--- src/rtl/ctbi_pkg.sv ---
package ctbi_pkg;

  typedef enum logic [2:0] {
    CMD_NOP      = 3'd0,
    CMD_SET_BUSY = 3'd1,
    CMD_CLR_BUSY = 3'd2,
    CMD_IRQ_ACK  = 3'd3,
    CMD_MASK_WR  = 3'd4
  } cmd_e;

  // Next value of the request flag given its state, whether events
  // are queued behind it, and this cycle's trigger and acknowledge.
  function automatic logic irq_flag_next(input logic irq, input logic cnt_nz,
                                         input logic trig, input logic ack);
    if (!irq) return trig;
    if (ack && !trig && !cnt_nz) return 1'b0;
    return 1'b1;
  endfunction

endpackage

--- src/rtl/ctbi_cmd_decode.sv ---
module ctbi_cmd_decode
  import ctbi_pkg::*;
(
  input  logic       clk,
  input  logic       rst_n,
  input  logic       cmd_valid,
  input  logic [2:0] cmd_code,
  output logic       set_ev,
  output logic       clr_ev,
  output logic       ack_ev,
  output logic       mask_ev
);

  cmd_e code_e;

  always_comb begin
    code_e  = cmd_e'(cmd_code);
    set_ev  = 1'b0;
    clr_ev  = 1'b0;
    ack_ev  = 1'b0;
    mask_ev = 1'b0;
    if (cmd_valid) begin
      case (code_e)
        CMD_SET_BUSY: set_ev  = 1'b1;
        CMD_CLR_BUSY: clr_ev  = 1'b1;
        CMD_IRQ_ACK:  ack_ev  = 1'b1;
        CMD_MASK_WR:  mask_ev = 1'b1;
        default: ;
      endcase
    end
  end

  // at most one event per strobe, none for undefined codes
  p_one_event_r11: assert property (@(posedge clk) disable iff (!rst_n)
    $onehot0({set_ev, clr_ev, ack_ev, mask_ev}));

  p_undef_quiet_r11: assert property (@(posedge clk) disable iff (!rst_n)
    (cmd_valid && (cmd_code == 3'd0 || cmd_code > 3'd4)) |->
      !(set_ev || clr_ev || ack_ev || mask_ev));

endmodule

--- src/rtl/ctbi_busy_merge.sv ---
module ctbi_busy_merge #(
  parameter int N_FEE = 8
) (
  input  logic             clk,
  input  logic             rst_n,
  input  logic             set_ev,
  input  logic             clr_ev,
  input  logic             mask_ev,
  input  logic [N_FEE-1:0] mask_data,
  input  logic [N_FEE-1:0] fee_busy_i,
  output logic             local_busy,
  output logic             fee_busy_any,
  output logic             busy_o
);

  logic             local_q;
  logic [N_FEE-1:0] mask_q;
  logic [N_FEE-1:0] gated;

  function automatic logic masked_any(input logic [N_FEE-1:0] lines,
                                      input logic [N_FEE-1:0] en);
    return |(lines & en);
  endfunction

  always_ff @(posedge clk or negedge rst_n) begin
    if (!rst_n) begin
      local_q <= 1'b1;
      mask_q  <= '1;
    end else begin
      if (set_ev)      local_q <= 1'b1;
      else if (clr_ev) local_q <= 1'b0;
      if (mask_ev)     mask_q  <= mask_data;
    end
  end

  for (genvar i = 0; i < N_FEE; i++) begin : g_gate
    assign gated[i] = fee_busy_i[i] & mask_q[i];
  end

  assign local_busy   = local_q;
  assign fee_busy_any = masked_any(fee_busy_i, mask_q);
  assign busy_o       = local_q | fee_busy_any;

  // set and clear commands land on the next cycle
  p_set_lands_r6: assert property (@(posedge clk) disable iff (!rst_n)
    set_ev |=> (local_q && busy_o));
  p_clr_lands_r6: assert property (@(posedge clk) disable iff (!rst_n)
    clr_ev |=> !local_q);
  // any enabled front-end busy keeps the crate busy
  p_fee_holds_r3: assert property (@(posedge clk) disable iff (!rst_n)
    (|gated) |-> busy_o);
  // mask load visible next cycle
  p_mask_load_r9: assert property (@(posedge clk) disable iff (!rst_n)
    mask_ev |=> (mask_q == $past(mask_data)));

endmodule

--- src/rtl/ctbi_trig_fanout.sv ---
module ctbi_trig_fanout #(
  parameter int N_FEE = 8
) (
  input  logic             clk,
  input  logic             rst_n,
  input  logic             trig_in,
  output logic [N_FEE-1:0] fee_trig_o
);

  for (genvar i = 0; i < N_FEE; i++) begin : g_line
    logic q;
    always_ff @(posedge clk or negedge rst_n) begin
      if (!rst_n) q <= 1'b0;
      else        q <= trig_in;
    end
    assign fee_trig_o[i] = q;
  end

  // full word one cycle after a trigger, quiet otherwise
  p_fan_full_r4: assert property (@(posedge clk) disable iff (!rst_n)
    trig_in |=> (&fee_trig_o));
  p_fan_quiet_r4: assert property (@(posedge clk) disable iff (!rst_n)
    !trig_in |=> (fee_trig_o == '0));

endmodule

--- src/rtl/ctbi_irq_track.sv ---
module ctbi_irq_track
  import ctbi_pkg::*;
#(
  parameter int CNT_W = 8
) (
  input  logic             clk,
  input  logic             rst_n,
  input  logic             trig_in,
  input  logic             ack_ev,
  output logic             irq_o,
  output logic [CNT_W-1:0] pend_cnt_o
);

  localparam logic [CNT_W-1:0] CNT_MAX = '1;

  logic             irq_q;
  logic [CNT_W-1:0] cnt_q;
  logic             queue_ev;
  logic             drain_ev;

  function automatic logic [CNT_W-1:0] cnt_next(input logic [CNT_W-1:0] c,
                                                input logic up, input logic dn);
    if (up && c != CNT_MAX) return c + 1'b1;
    if (dn && c != '0)      return c - 1'b1;
    return c;
  endfunction

  assign queue_ev = irq_q && trig_in && !ack_ev;
  assign drain_ev = irq_q && ack_ev && !trig_in;

  always_ff @(posedge clk or negedge rst_n) begin
    if (!rst_n) begin
      irq_q <= 1'b0;
      cnt_q <= '0;
    end else begin
      irq_q <= irq_flag_next(irq_q, cnt_q != '0, trig_in, ack_ev);
      cnt_q <= cnt_next(cnt_q, queue_ev, drain_ev);
    end
  end

  assign irq_o      = irq_q;
  assign pend_cnt_o = cnt_q;

  // an idle request rises on a trigger
  p_raise_r5: assert property (@(posedge clk) disable iff (!rst_n)
    (trig_in && !irq_q) |=> irq_q);
  // a raised request holds until acknowledged
  p_hold_r7: assert property (@(posedge clk) disable iff (!rst_n)
    (irq_q && !ack_ev) |=> irq_q);
  // no events counted without a request
  p_idle_zero_r8: assert property (@(posedge clk) disable iff (!rst_n)
    !irq_q |-> (cnt_q == '0));
  // queued trigger below the limit raises the count by one
  p_queue_step_r8: assert property (@(posedge clk) disable iff (!rst_n)
    (queue_ev && cnt_q != CNT_MAX) |=> (cnt_q == $past(cnt_q) + 1'b1));
  // saturated counter stays saturated
  p_no_overflow_r10: assert property (@(posedge clk) disable iff (!rst_n)
    (cnt_q == CNT_MAX && !ack_ev) |=> (cnt_q == CNT_MAX));

endmodule

--- src/rtl/crate_trig_busy.sv ---
module crate_trig_busy #(
  parameter int N_FEE = 8,
  parameter int CNT_W = 8
) (
  input  logic             clk,
  input  logic             rst_n,
  input  logic             trig_in,
  input  logic [N_FEE-1:0] fee_busy_i,
  input  logic             cmd_valid,
  input  logic [2:0]       cmd_code,
  input  logic [N_FEE-1:0] cmd_data,
  output logic [N_FEE-1:0] fee_trig_o,
  output logic             irq_o,
  output logic [CNT_W-1:0] pend_cnt_o,
  output logic             busy_o
);

  logic set_ev, clr_ev, ack_ev, mask_ev;
  logic local_busy, fee_busy_any;

  ctbi_cmd_decode u_dec (
    .clk(clk), .rst_n(rst_n), .cmd_valid(cmd_valid), .cmd_code(cmd_code),
    .set_ev(set_ev), .clr_ev(clr_ev), .ack_ev(ack_ev), .mask_ev(mask_ev)
  );

  ctbi_busy_merge #(.N_FEE(N_FEE)) u_busy (
    .clk(clk), .rst_n(rst_n), .set_ev(set_ev), .clr_ev(clr_ev),
    .mask_ev(mask_ev), .mask_data(cmd_data), .fee_busy_i(fee_busy_i),
    .local_busy(local_busy), .fee_busy_any(fee_busy_any), .busy_o(busy_o)
  );

  ctbi_trig_fanout #(.N_FEE(N_FEE)) u_fan (
    .clk(clk), .rst_n(rst_n), .trig_in(trig_in), .fee_trig_o(fee_trig_o)
  );

  ctbi_irq_track #(.CNT_W(CNT_W)) u_irq (
    .clk(clk), .rst_n(rst_n), .trig_in(trig_in), .ack_ev(ack_ev),
    .irq_o(irq_o), .pend_cnt_o(pend_cnt_o)
  );

  // crate free only when both sources are free
  p_free_means_clear_r3: assert property (@(posedge clk) disable iff (!rst_n)
    !busy_o |-> (!local_busy && !fee_busy_any));
  // acknowledge of last event drops the request next cycle
  p_ack_drop_r7: assert property (@(posedge clk) disable iff (!rst_n)
    (irq_o && ack_ev && !trig_in && pend_cnt_o == '0) |=> !irq_o);

endmodule

--- config.mk ---
export PLATFORM = sky130hd
export DESIGN_NAME = crate_trig_busy
export DESIGN_NICKNAME = d
export VERILOG_FILES = /design/src/rtl/ctbi_pkg.sv /design/src/rtl/ctbi_cmd_decode.sv /design/src/rtl/ctbi_busy_merge.sv /design/src/rtl/ctbi_trig_fanout.sv /design/src/rtl/ctbi_irq_track.sv /design/src/rtl/crate_trig_busy.sv
export SDC_FILE = /design/constraint.sdc
export NUM_CORES = 1
export LEC_CHECK = 0
export ABC_AREA = 1
export ABC_CLOCK_PERIOD_IN_PS = 1700
export BUFFER_PORTS_ARGS = -buffer_cell sky130_fd_sc_hd__clkbuf_2
export CAP_MARGIN = 20
export CORE_MARGIN = 2
export CORE_UTILIZATION = 50
export DETAILED_ROUTE_END_ITERATION = 10
export PLACE_DENSITY = 0.85
export SLEW_MARGIN = 10
export SYNTH_ARGS = -nofsm -noshare
export SYNTH_HDL_FRONTEND = slang
export SYNTH_SLANG_ARGS = --single-unit
--- constraint.sdc ---
create_clock -name clk -period 1.7 [get_ports clk]
set_clock_uncertainty 0.2 [all_clocks]
set_input_delay 0.17 -clock clk [delete_from_list [all_inputs] [get_ports clk]]
set_output_delay 0.17 -clock clk [all_outputs]
set_load 0.02 [all_outputs]
Word level (Yosys, flattened, before mapping) --
Cells that the tools add are included.
Storage, ports and cells: register bits 19, bits of input ports 23, output and inout port bits 18, word-level logic and storage cells 52
Operators by class: add/subtract/negate cells 2, eq/ne operators 5, muxes and demuxes 23, bitwise operators 2, reduce and logical (&&, ||, !) cells 15
Operators by type and width (number):
- $mux W8 | 4
- $mux W1 | 19
- $add A8 B1 Y8 const B | 1
- $and A8 B8 Y8 | 1
- $logic_and A1 B1 Y1 | 8
- $ne A8 B8 Y1 const B | 1
- $reduce_bool A8 Y1 | 1
- $reduce_or A8 Y1 | 1
- $sub A8 B1 Y8 const B | 1
- $eq A3 B2 Y1 const B | 2
- $reduce_bool A2 Y1 | 2
- $eq A3 B1 Y1 const B | 1
- $eq A3 B3 Y1 const B | 1
- $logic_not A1 Y1 | 3
- $or A1 B1 Y1 | 1

Logic depth before layout (Yosys ltp) --
word-level depth 10, gate-level depth with buffers 10, mapped depth without buffers 10

Modules after synthesis --
From an unflattened synthesis, not the netlist that was laid out.
Second synthesis, totals: cell total of the unflattened synthesis 173, area total of the unflattened synthesis 1430.1 µm²
By module, submodules not included:
- ctbi_irq_track | times used 1, cells each 116, area an instance 857.1 µm², seq. area each 225.2 µm²
- ctbi_busy_merge | times used 1, cells each 36, area an instance 440.4 µm², seq. area each 236.5 µm²
- ctbi_trig_fanout | times used 1, cells each 9, area an instance 85.1 µm², seq. area each 25.0 µm²
- ctbi_cmd_decode | times used 1, cells each 12, area an instance 47.5 µm², seq. area each 0.0 µm²

Worst setup path before layout --
Ideal clock, no wire load.
path type register -> register, start point reg u_irq.cnt_q[0] (netlist: u_irq.pend_cnt_o[0]), end point reg u_irq.cnt_q[0] (netlist: u_irq.pend_cnt_o[0]), setup time 0.134 ns, arrival 1.315 ns, data required time 1.366 ns, setup slack 0.051 ns, cell stages (with the launch flop) 9, path buffers 0, clock period less this slack 1.649 ns, path through dfrtp_1 > inv_1 > ha_1 > nand2_1 > nor2_1 > nand2_2 > nand2_2 > nand2_4 > xor2_1
On the way: word-level cells in the longest chain between the ends 5, elaborated cells on any way between the ends 14, classes of those cells add/sub (2); eq/ne (1); mux (7); reduce/logical (4)
RTL lines:
- start: declaration | RTL line ctbi_irq_track.sv:17 | logic [CNT_W-1:0] cnt_q;
- start signal: assignment | RTL line ctbi_irq_track.sv:37 | cnt_q <= cnt_next(cnt_q, queue_ev, drain_ev);
- $add A8 B1 Y8 / $reduce_bool A8 Y1 (equally long branches) | RTL line ctbi_irq_track.sv:23, ctbi_irq_track.sv:24
- $mux W8 / $logic_and A1 B1 Y1 (equally long branches) | RTL line ctbi_irq_track.sv:23, ctbi_irq_track.sv:24
- $mux W8 / $mux W1 (equally long branches) | RTL line ctbi_irq_track.sv:24 | if (dn && c != '0) return c - 1'b1;
- $mux W8 / $mux W1 (equally long branches) | RTL line ctbi_irq_track.sv:25, ctbi_irq_track.sv:24
- $mux W8 / $reduce_bool A2 Y1 (equally long branches)
Several ways; a longest one is shown, not always the timed one. The select of a mux whose other input is x is not followed. A chain may end at the register's enable or synchronous reset.

Worst setup path in the final report --
start point reg u_busy.mask_q[5], end point out busy_o
On the way: word-level cells in the longest chain between the ends 3
RTL lines:
- start: declaration | RTL line ctbi_busy_merge.sv:17 | logic [N_FEE-1:0] mask_q;
- start signal: assignment | RTL line ctbi_busy_merge.sv:32 | if (mask_ev) mask_q <= mask_data;
- $and A8 B8 Y8 | RTL line ctbi_busy_merge.sv:22 | return |(lines & en);
- $reduce_or A8 Y1 | RTL line ctbi_busy_merge.sv:22
- $or A1 B1 Y1 | RTL line ctbi_busy_merge.sv:42 | assign busy_o = local_q | fee_busy_any;
- end: declaration | RTL line crate_trig_busy.sv:15 | output logic busy_o
No other way between the ends.

==> metrics.csv <==
metric;value;unit
status;finished with violations;
failing checks;negative hold slack;
Sink Count;19;
post-synthesis register bit count;19;
WP data required;1.33;ns
IO Port Bufs;40;
final core occ;66.4;%
Final ANT Viol Nets;0;
R2R Setup Slk;0.08;ns
final hold vios;1;
root buf cell;clkbuf_4;
slowest CP cell;dfstp_2;
Hold WS;-0.0349;ns
NetSw;951;uW
slew of the pin with the lowest slew margin;0.445;ns
Largest delay share family, worst path;flip-flops;
Core Box Area;0.00250;sq mm
Clock Path Buffers;2;
Rel. slew slack;70.3;%
Diodes inserted;0;
sw frac;45.4;%
CP max FO;2;
Logic pwr share;51.3;%
vias;1212;
Yosys Warn Count;0;
CTS tree;done;
fin crit share;95.4;%
DRC;0;
Final setup viols;0;
Mapped Area;0.00132;sq mm
Cells after Synth;166;
Cell variety after synth;24;
clock power share;10.6;%
ratio of cells with drive above 1 in the final layout;40.9;%
IO Count;41;
Max Cap Viol;0;
# rows;18;
syn_area_per_cell;7.95;sq um
# H-tree levels;1;
P_int;1.14;mW
min cycle time layout;1.62;ns
drt pass-1 iters;4;
Via-to-Cell Ratio;4.95;
Fin Setup TNS;0;ns
CP startpoint kind;flip-flop;
total clock buffers created by CTS;3;
Worst EP arrival;1.25;ns
clk slew on worst S/H paths;0.10;ns
Fmax achieved;617;MHz
final wirelength;2.83;mm
die height;55.4;um
pre-CTS WS;0.0182;ns
setup slack after layout;0.0789;ns
initial antenna violation count;0;
vias in the first global route;1118;
Initial Utilization;52.8;%
most common cell after layout, fill and taps aside;nand2_1;
nets;242;
Post-Syn Nets;192;
Skew-Pair Late Insertion Delay;0.29;ns
Layout fillers;207;
Min-Delay Path Class;input port to flip-flop;
fin. max-slew vios;0;
Die Wd;55.4;um
pwr/cell area;1260;mW/mm^2
critical-path cell list;a22o_1 > a21oi_2 > nand3_1 > clkbuf_2;
most frequent cells in the layout;nand2_1 (44), clkbuf_2 (40), nand3_1 (19), inv_1 (12), dlygate4sd3_1 (12);
Die Area;0.00307;sq mm
GRT Total Usage;18.9;%
RSZ-0062 raised after global routing;no;
largest net degree at the start of global routing;20;
routability-driven placement congestion ratio;0.905;
synthesis-to-layout area growth;25.7;%
sequential area share after synthesis;36.9;%
hpwl dp;2.16;mm
CP max stage delay;0.55;ns
Setup crit end kind;primary output;
DR iter-0 viols;35;
first-pass GRT wire length;4.77;mm
LEAKAGE;0.843;nW
Seq pwr share;38.1;%
peak supply drop;1050;uV
crit path buf inv count;1;
grt ovf;0;
Avg WL per Cell;11.5;um
Crit Path Class;flip-flop to primary output;
state kept, by name, summed over array words and instances (netlist names):
name,flops
u_fan.g_line.q,1
u_busy.mask_q,8
u_irq.pend_cnt_o,8
u_irq.irq_o,1
u_busy.local_busy,1
cell usage after synthesis, drive strengths merged:
library cell | number | area, sq um
nand2 | 50 | 213
nand4 | 1 | 6.26
ha | 3 | 37.5
nand3 | 21 | 115
o31ai | 1 | 7.51
mux2 | 8 | 90.1
a221oi | 1 | 8.76
a22o | 2 | 17.5
buf | 10 | 82.6
dfstp | 9 | 236
dfrtp | 10 | 250
o21ai | 6 | 30.0
nor2 | 19 | 98.8
a21oi | 2 | 10.0
xor2 | 6 | 52.6
inv | 17 | 63.8
timing repair:
item,in CTS,in global routing
resized for setup,0,8
endpoints found under the setup margin,1,10
hold buffers,12,1
hold endpoints to repair,30,1
buffers inserted,1,0
pin swaps,0,2
power groups by stage:
stage / clock network, mW / logic (mW) / registers [mW]
6_report: 0.222 / 1.07 / 0.797
5_1_grt: 0.263 / 1.20 / 0.817
4_1_cts: 0.232 / 1.07 / 0.781
3_5_place_dp: 0 / 1.01 / 0.798
3_3_place_gp: 0 / 0.986 / 0.794
2_1_floorplan: 0 / 0.725 / 0.832
worst reg2reg max path: stages (launching register included):
cell     delay, ns
dfrtp_1       0.45
inv_2         0.10
ha_1          0.16
nand2_1       0.06
nor2_1        0.14
nand2_2       0.09
nand2_4       0.13
nand2_4       0.07
xor2_1        0.14
cells by family (layout without fill, tap and decap cells):
kind of cell / Yosys count / after routing / synth area share (%)
mux: 8 / 8 / 6.82
compound gates: 12 / 12 / 5.59
buf+inv: 27 / 76 / 11.1
xor+xnor: 6 / 6 / 3.98
flops: 19 / 19 / 36.9
fa+ha+maj: 3 / 3 / 2.84
simple gates: 91 / 91 / 32.8
area by class of cell:
type                    instances  area, sq um  area share (%)
multi-input cells             120          698            42.1
flip-flops and latches         19          489            29.5
clock buffers                   3         22.5            1.36
clock inverters                 1         5.00           0.302
well taps                      30         37.5            2.26
repair buffers                 55          343            20.7
inverters                      17         63.8            3.85
final timing paths:
| path | from | end | depth (start not counted) |
|---|---|---|---|
| setup / recovery | u_busy.mask_q[5]$_DFFE_PN1P_ | busy_o | 4 |
| hold reg to reg | u_busy.local_busy$_DFFE_PN1P_ | u_busy.local_busy$_DFFE_PN1P_ | 2 |
| setup reg to reg | u_irq.pend_cnt_o[1]$_DFFE_PN0P_ | u_irq.pend_cnt_o[0]$_DFFE_PN0P_ | 8 |
| max in group asynchronous | rst_n | u_busy.mask_q[2]$_DFFE_PN1P_ | 2 |
| min in group asynchronous | rst_n | u_irq.pend_cnt_o[7]$_DFFE_PN0P_ | 2 |
| hold / removal | cmd_valid | u_busy.local_busy$_DFFE_PN1P_ | 3 |
metal layers:
layer	up-vias	routed length (um)	global-route usage, %
met5	-	0	0
li1	623	-	-
met1	534	1260	23.3
met2	49	1360	35.2
met3	6	185	2.81
met4	0	18	3.14
per-stage QoR:
stage	cell area (sq um)	power (mW)	instances
detailed placement	1490	1.81	228
finish	1660	2.09	245
CTS	1650	2.08	245
global route	1660	2.28	245
global placement	1490	1.78	228
floorplan	1320	1.56	166
No activity file was read; power rests on OpenSTA's default activity.
